### src/rtl/pwmq_pkg.sv
package pwmq_pkg;
  localparam int NUM_CH     = 4;
  localparam int TB_W       = 8;
  localparam int DUTY_W     = 8;
  localparam int SEL_W      = 2;
  localparam int DIV_A_W    = 3;   // divide-by-8 stage
  localparam int DIV_B_W    = 6;   // divide-by-64 stage
  localparam int ADDR_W     = 8;
  localparam int DATA_W     = 32;
  localparam int CTRL_OFS   = 0;
  localparam int CFG_BASE   = 4;
  localparam int CFG_STRIDE = 4;
  localparam int SEL_LSB    = 4;
  localparam int DUTY_LSB   = 16;

  typedef struct packed {
    logic              enable;
    logic [SEL_W-1:0]  divSel;
    logic [TB_W-1:0]   timebase;
    logic [DUTY_W-1:0] duty;
  } chanCtl_t;
endpackage

### src/rtl/pwmq_regs.sv
module pwmq_regs
  import pwmq_pkg::*;
(
  input  logic                      clk,
  input  logic                      rstN,
  input  logic                      busSel,
  input  logic                      busWrite,
  input  logic [ADDR_W-1:0]         busAddr,
  input  logic [DATA_W-1:0]         busWdata,
  output logic [DATA_W-1:0]         busRdata,
  output chanCtl_t [NUM_CH-1:0]     chanCtl
);
  logic [NUM_CH-1:0]                enReg;
  logic [NUM_CH-1:0][SEL_W-1:0]     selReg;
  logic [NUM_CH-1:0][TB_W-1:0]      tbReg;
  logic [NUM_CH-1:0][DUTY_W-1:0]    dutyReg;
  logic                             ctrlHit;
  logic [NUM_CH-1:0]                cfgHit;

  assign ctrlHit = busSel && (busAddr == ADDR_W'(CTRL_OFS));

  always_ff @(posedge clk or negedge rstN) begin
    if (!rstN) begin
      enReg  <= '0;
      selReg <= '0;
    end else if (ctrlHit && busWrite) begin
      enReg <= busWdata[NUM_CH-1:0];
      for (int c = 0; c < NUM_CH; c++)
        selReg[c] <= busWdata[SEL_LSB + SEL_W*c +: SEL_W];
    end
  end

  for (genvar c = 0; c < NUM_CH; c++) begin : g_cfg
    assign cfgHit[c] = busSel && (busAddr == ADDR_W'(CFG_BASE + c*CFG_STRIDE));

    always_ff @(posedge clk or negedge rstN) begin
      if (!rstN) begin
        tbReg[c]   <= '0;
        dutyReg[c] <= '0;
      end else if (cfgHit[c] && busWrite) begin
        tbReg[c]   <= busWdata[TB_W-1:0];
        dutyReg[c] <= busWdata[DUTY_LSB +: DUTY_W];
      end
    end

    assign chanCtl[c].enable   = enReg[c];
    assign chanCtl[c].divSel   = selReg[c];
    assign chanCtl[c].timebase = tbReg[c];
    assign chanCtl[c].duty     = dutyReg[c];
  end

  always_comb begin
    busRdata = '0;
    if (!busWrite) begin
      if (ctrlHit) begin
        busRdata[NUM_CH-1:0] = enReg;
        for (int c = 0; c < NUM_CH; c++)
          busRdata[SEL_LSB + SEL_W*c +: SEL_W] = selReg[c];
      end
      for (int c = 0; c < NUM_CH; c++) begin
        if (cfgHit[c]) begin
          busRdata[TB_W-1:0]          = tbReg[c];
          busRdata[DUTY_LSB +: DUTY_W] = dutyReg[c];
        end
      end
    end
  end


  ctrl_write_lands_chk: assert property (@(posedge clk) disable iff (!rstN)
    (ctrlHit && busWrite) |=> (enReg == $past(busWdata[NUM_CH-1:0])));
endmodule

### src/rtl/pwmq_channel.sv
module pwmq_channel
  import pwmq_pkg::*;
(
  input  logic     clk,
  input  logic     rstN,
  input  chanCtl_t ctl,
  output logic     pwmOut
);
  localparam logic [DIV_A_W-1:0] A_LAST = '1;
  localparam logic [DIV_B_W-1:0] B_LAST = '1;

  logic [DIV_A_W-1:0] cntA;
  logic [DIV_B_W-1:0] cntB;
  logic [TB_W-1:0]    stepCnt;
  logic [TB_W-1:0]    actTb;
  logic [DUTY_W-1:0]  actDuty;
  logic               aWrap, bWrap, stepTick, periodEnd;

  assign aWrap = (cntA == A_LAST);
  assign bWrap = (cntB == B_LAST);

  // cascaded sub-dividers: code bit0 routes through the /8 stage,
  // code bit1 through the /64 stage
  always_ff @(posedge clk or negedge rstN) begin
    if (!rstN) begin
      cntA <= '0;
      cntB <= '0;
    end else if (!ctl.enable) begin
      cntA <= '0;
      cntB <= '0;
    end else begin
      cntA <= ctl.divSel[0] ? cntA + 1'b1 : '0;
      if (ctl.divSel[1]) begin
        if (!ctl.divSel[0] || aWrap) cntB <= cntB + 1'b1;
      end else begin
        cntB <= '0;
      end
    end
  end

  always_comb begin
    unique case (ctl.divSel)
      2'd0:    stepTick = 1'b1;
      2'd1:    stepTick = aWrap;
      2'd2:    stepTick = bWrap;
      default: stepTick = aWrap && bWrap;
    endcase
  end

  assign periodEnd = (actTb == '0) || (stepCnt == actTb - TB_W'(1));

  always_ff @(posedge clk or negedge rstN) begin
    if (!rstN) begin
      stepCnt <= '0;
      actTb   <= '0;
      actDuty <= '0;
    end else if (!ctl.enable) begin
      stepCnt <= '0;
      actTb   <= ctl.timebase;
      actDuty <= ctl.duty;
    end else if (stepTick) begin
      if (periodEnd) begin
        stepCnt <= '0;
        actTb   <= ctl.timebase;
        actDuty <= ctl.duty;
      end else begin
        stepCnt <= stepCnt + 1'b1;
      end
    end
  end

  assign pwmOut = ctl.enable && (actTb != '0) && (stepCnt < actDuty);


  step_in_range_chk: assert property (@(posedge clk) disable iff (!rstN)
    (ctl.enable && actTb != '0) |-> (stepCnt < actTb));


  disable_clears_chk: assert property (@(posedge clk) disable iff (!rstN)
    !ctl.enable |=> (stepCnt == '0 && cntA == '0 && cntB == '0));


  mid_period_hold_chk: assert property (@(posedge clk) disable iff (!rstN)
    (ctl.enable && $past(ctl.enable) && stepCnt != '0) |->
      ($stable(actTb) && $stable(actDuty)));


  tick_spacing_chk: assert property (@(posedge clk) disable iff (!rstN)
    (ctl.enable && ctl.divSel != 2'd0 && stepTick) |=>
      (!stepTick || ctl.divSel != $past(ctl.divSel)));
endmodule

### src/rtl/pwmq_top.sv
module pwmq_top
  import pwmq_pkg::*;
(
  input  logic              clk,
  input  logic              rstN,
  input  logic              busSel,
  input  logic              busWrite,
  input  logic [7:0]        busAddr,
  input  logic [31:0]       busWdata,
  output logic [31:0]       busRdata,
  output logic [3:0]        pwmOut
);
  chanCtl_t [NUM_CH-1:0] chanCtl;

  pwmq_regs u_regs (
    .clk      (clk),
    .rstN     (rstN),
    .busSel   (busSel),
    .busWrite (busWrite),
    .busAddr  (busAddr),
    .busWdata (busWdata),
    .busRdata (busRdata),
    .chanCtl  (chanCtl)
  );

  for (genvar c = 0; c < NUM_CH; c++) begin : g_ch
    pwmq_channel u_ch (
      .clk    (clk),
      .rstN   (rstN),
      .ctl    (chanCtl[c]),
      .pwmOut (pwmOut[c])
    );
  end
endmodule

### config.mk
export PLATFORM = sky130hd
export DESIGN_NAME = pwmq_top
export DESIGN_NICKNAME = d
export VERILOG_FILES = /design/src/rtl/pwmq_pkg.sv /design/src/rtl/pwmq_regs.sv /design/src/rtl/pwmq_channel.sv /design/src/rtl/pwmq_top.sv
export SDC_FILE = /design/constraint.sdc
export NUM_CORES = 1
export LEC_CHECK = 0
export ABC_AREA = 1
export BUFFER_PORTS_ARGS = -buffer_cell sky130_fd_sc_hd__buf_2
export CELL_PAD_IN_SITES_DETAIL_PLACEMENT = 1
export CELL_PAD_IN_SITES_GLOBAL_PLACEMENT = 1
export CORE_MARGIN = 4
export CORE_UTILIZATION = 45
export CTS_BUF_LIST = sky130_fd_sc_hd__clkbuf_8
export DETAILED_ROUTE_END_ITERATION = 8
export GPL_TIMING_DRIVEN = 0
export PLACE_DENSITY_LB_ADDON = 0.3
export SLEW_MARGIN = 20
export SYNTH_ARGS = -nofsm -noshare
export SYNTH_HDL_FRONTEND = slang
export SYNTH_SLANG_ARGS = --single-unit
### constraint.sdc
create_clock -name clk -period 2.5 [get_ports clk]
set_input_delay 0.125 -clock clk [delete_from_list [all_inputs] [get_ports clk]]
set_output_delay 0.125 -clock clk [all_outputs]
set_load 0.005 [all_outputs]
==> results.cfg <==
[global_route]
first_global_vias = 10999
grt.overflow.total = 0
grt_use_total = 0.249
grt_pass1_wl_um = 57100
antenna_found_initial = 0
grt_max_degree = 100

[power]
p_int_mw = 5.31
power_switching_mw = 1.90
switching_share = 0.263
power_density_nw_per_um2 = 550
power_mw = 7.21
total_leakage_power_nw = 6.81
pwr-share-seq = 0.487
power.share.clock = 0.438
pwr-share-comb = 0.075
peakVddDrop_uv = 377

[worst_setup_path]
end_kind = output pin
path_class = reg -> out
startpoint_type = flip-flop
cp.buffers_inverters = 2
slowest_delay_ns = 0.46
cp_max_fo = 6
crit_arrival_ns = 2.15
worstPathRequired_ns = 2.38
cpMaxStageDelayCell = dfrtp_1
cp_top_family = flip-flops
crit_chain = ha_1 -> nand2_1 -> o21ai_0 -> nand3_1 -> a21oi_1 -> nor3_1 -> buf_4 -> buf_2

[finish]
finalNetCount = 1712
finalCoreUtilization = 0.522
n_fill_cell = 3234
num_antenna_cells = 0
area_growth_pct = 14.3
final_area_um2 = 13100
regArea_um2 = 5200
multiInputGateArea_um2 = 5270
drive_above_1_share = 0.109

[die]
rows = 58
die_area_um2 = 28100
core-area_um2 = 25100
initial_utilization = 0.457
io_pins = 80
die_w_um = 168
die_h_um = 168

[yosys]
netlist_instances = 1497
synth_top_cell_by_area = dfrtp_1
yosys.area.top_type_share = 0.454
syn_area_per_cell_um2 = 7.66
ys_warn_count = 0
synth_area_um2 = 11500
ys_seq_area_frac = 0.454
yosys.cell_types.count = 41
synth.area.top_cells = dfrtp_1, nand2_1, inv_1
ys.flop_type = dfrtp_1
ys_ff_latch = 208
async_reset_ff_frac = 1.00
synth_edf_count = 0

[sta]
slew_viol_final = 0
setup_viol = 0
rsz0062_at_grt = false
worst_pin_slew_ns = 0.682
hold_ws_ns = 0.0175
clock.fmax_ghz = 0.440
finalCritPeriodShare = 0.910
postLayoutSetupSlackWorst_ns = 0.225
final.min_clock_period_ns = 2.27
skew_ns = 0.0226
relSlewSlack = 0.546
finalHoldViolCount = 0

[run]
drv_cap = 0

[detailed_routing]
routed_wirelength_um = 34300
wl_per_cell_um = 17.4
num_vias = 10445
antenna_left = 0
drc_errors = 0
drtIter0Drc = 665
via_per_inst = 5.30
dr.pass1.iters = 5

[min_path]
hold_class = in -> reg

[clocking]
htreeDepth = 2
clock_latency_ns = 0.54
cts_buffer_depth = 3
postCtsSetupRepairBufs = 0
root_buffer = clkbuf_8
cts.reportedPaths.clkPinSlew_ns = 0.07
cts_made_buffers = 38
cts_tree = yes
cts_sinks = 208

[placed_design]
placed_area_um2 = 12300
io_buffers = 54
dp_slack_ns = 0.285
gp_congestion = 0.934
hpwl_um = 25700

[run_status]
status = complete, no violations
==> cells by family after synthesis <==
kind of cell / count (synthesis) / synth area share
buffers and inverters: 247 / 0.0910
adders and majority gates: 52 / 0.0567
DFF: 208 / 0.454
AOI/OAI and AO/OA: 226 / 0.106
xor gates and xnor gates: 35 / 0.0267
and+or+nand+nor: 728 / 0.265
other: 1 / 0.000327
==> per-stage QoR <==
step | instances | setup TNS [ns]
final | 1971 | 0
after global routing | 1971 | 0
after CTS | 1971 | 0
after detailed placement | 1894 | 0
after global placement | 1892 | -486.22
after floorplan | 1508 | 0
==> timing repair <==
action,CTS,global route
hold buffers,12,0
hold endpoints to repair,127,0
resized for setup,0,2
endpoints found under the setup margin,0,1
==> power groups by stage <==
stage | Combinational [mW] | Sequential, mW | Clock [mW]
finish | 0.540 | 3.51 | 3.16
global route | 0.624 | 3.52 | 3.36
CTS | 0.544 | 3.51 | 3.21
detailed placement | 0.525 | 3.57 | 0
global placement | 0.487 | 3.57 | 0
floorplan | 0.307 | 3.54 | 0
==> worst paths after layout <==
check | cells past startpoint | to | slack [ns] | from
worst min-delay path | 3 | u_regs.chanCtl[5] | 0.02 | busWdata[21]
max in group asynchronous | 4 | u_regs.chanCtl[19] | 1.24 | rstN
worst max-delay path | 8 | pwmOut[3] | 0.23 | g_ch[3].u_ch.stepCnt[3]
min in group asynchronous | 2 | g_ch[2].u_ch.stepCnt[7] | 0.08 | rstN
worst max register to register | 14 | g_ch[0].u_ch.actTb[6] | 0.25 | g_ch[0].u_ch.actTb[0]
worst min register to register | 1 | g_ch[2].u_ch.cntA[0] | 0.44 | g_ch[2].u_ch.cntA[0]
==> per-layer routing <==
| metal | global-route usage | vias to the layer above | routed length [um] |
|---|---|---|---|
| met5 | 0 | - | 0 |
| met3 | 0.0427 | 70 | 2050 |
| li1 | - | 4999 | - |
| met2 | 0.410 | 259 | 16100 |
| met1 | 0.339 | 5117 | 15300 |
| met4 | 0.0769 | 0 | 899 |
==> cells in the mapped netlist, types with 2 or more instances <==
cell type    n
ha_1        52
nand2_1    436
nor3_1      12
a22o_1       8
a21oi_1     79
o21ai_0    108
nor2_2       6
nand2_2      7
a21o_1       3
nor2_1     122
buf_2       16
nand4_1     14
o22ai_1      3
o211ai_1     2
buf_4       19
buf_6        3
xnor2_1     11
xor2_1      24
clkbuf_2     2
nor2_4       2
nand2_4      3
dfrtp_1    208
o21ai_1     15
a211oi_1     2
and3_1       3
clkbuf_1    18
inv_1      182
o21bai_4     2
inv_2        6
nand3_1    118
==> registers in the layout, indices dropped and copies added, names as in the netlist <==
register and cells:
g_ch.u_ch.actDuty 32, u_regs.chanCtl 72, g_ch.u_ch.stepCnt 32, g_ch.u_ch.actTb 32, u_regs.enReg 4, g_ch.u_ch.cntB 24
g_ch.u_ch.cntA 12
==> cell type report <==
cell class                      instances  share of cell area
Clock buffer                           47              0.0494
Multi-Input combinational cell       1053               0.402
Timing Repair Buffer                   68              0.0347
Tap cell                              330              0.0315
Clock inverter                         18             0.00601
Buffer                                 59              0.0258
Sequential cell                       208               0.397
Inverter                              188              0.0538
==> cells in the final DEF, fill, tap and decap left out, types with 2 or more instances in the layout <==
cell type	netlist	layout
nand4_1	14	14
o21ai_1	15	15
o22ai_1	3	3
a22o_1	8	8
clkinv_2	0	6
o21ai_0	108	108
a21o_1	3	3
and3_1	3	3
conb_1	1	12
nand2_1	436	436
xor2_1	24	24
a21oi_1	79	79
clkbuf_2	2	2
buf_4	19	19
buf_16	0	2
ha_1	52	52
nand2_2	7	7
xnor2_1	11	11
inv_1	182	193
o211ai_1	2	2
dfrtp_1	208	208
clkbuf_8	0	47
inv_2	6	6
nor2_1	122	121
nor2_4	2	2
o21bai_4	2	2
nand3_1	118	118
buf_6	3	3
clkbuf_1	18	18
nor2_2	6	7
nor3_1	12	12
buf_2	16	69
dlygate4sd3_1	0	12
nand2_4	3	3
==> worst register-to-register path: stages, from the launching register on <==
cell and delay (ns):
dfrtp_1 0.39, inv_2 0.09, ha_1 0.30, inv_1 0.05, nand2_1 0.05, nand2_1 0.05
nor2_1 0.11, nand2_1 0.08, nor2_1 0.13, nand2_1 0.11, o21bai_4 0.34, nand2_4 0.14
buf_6 0.17, nand2_1 0.07, nand2_1 0.05
Power figures use the tool's default switching activity.
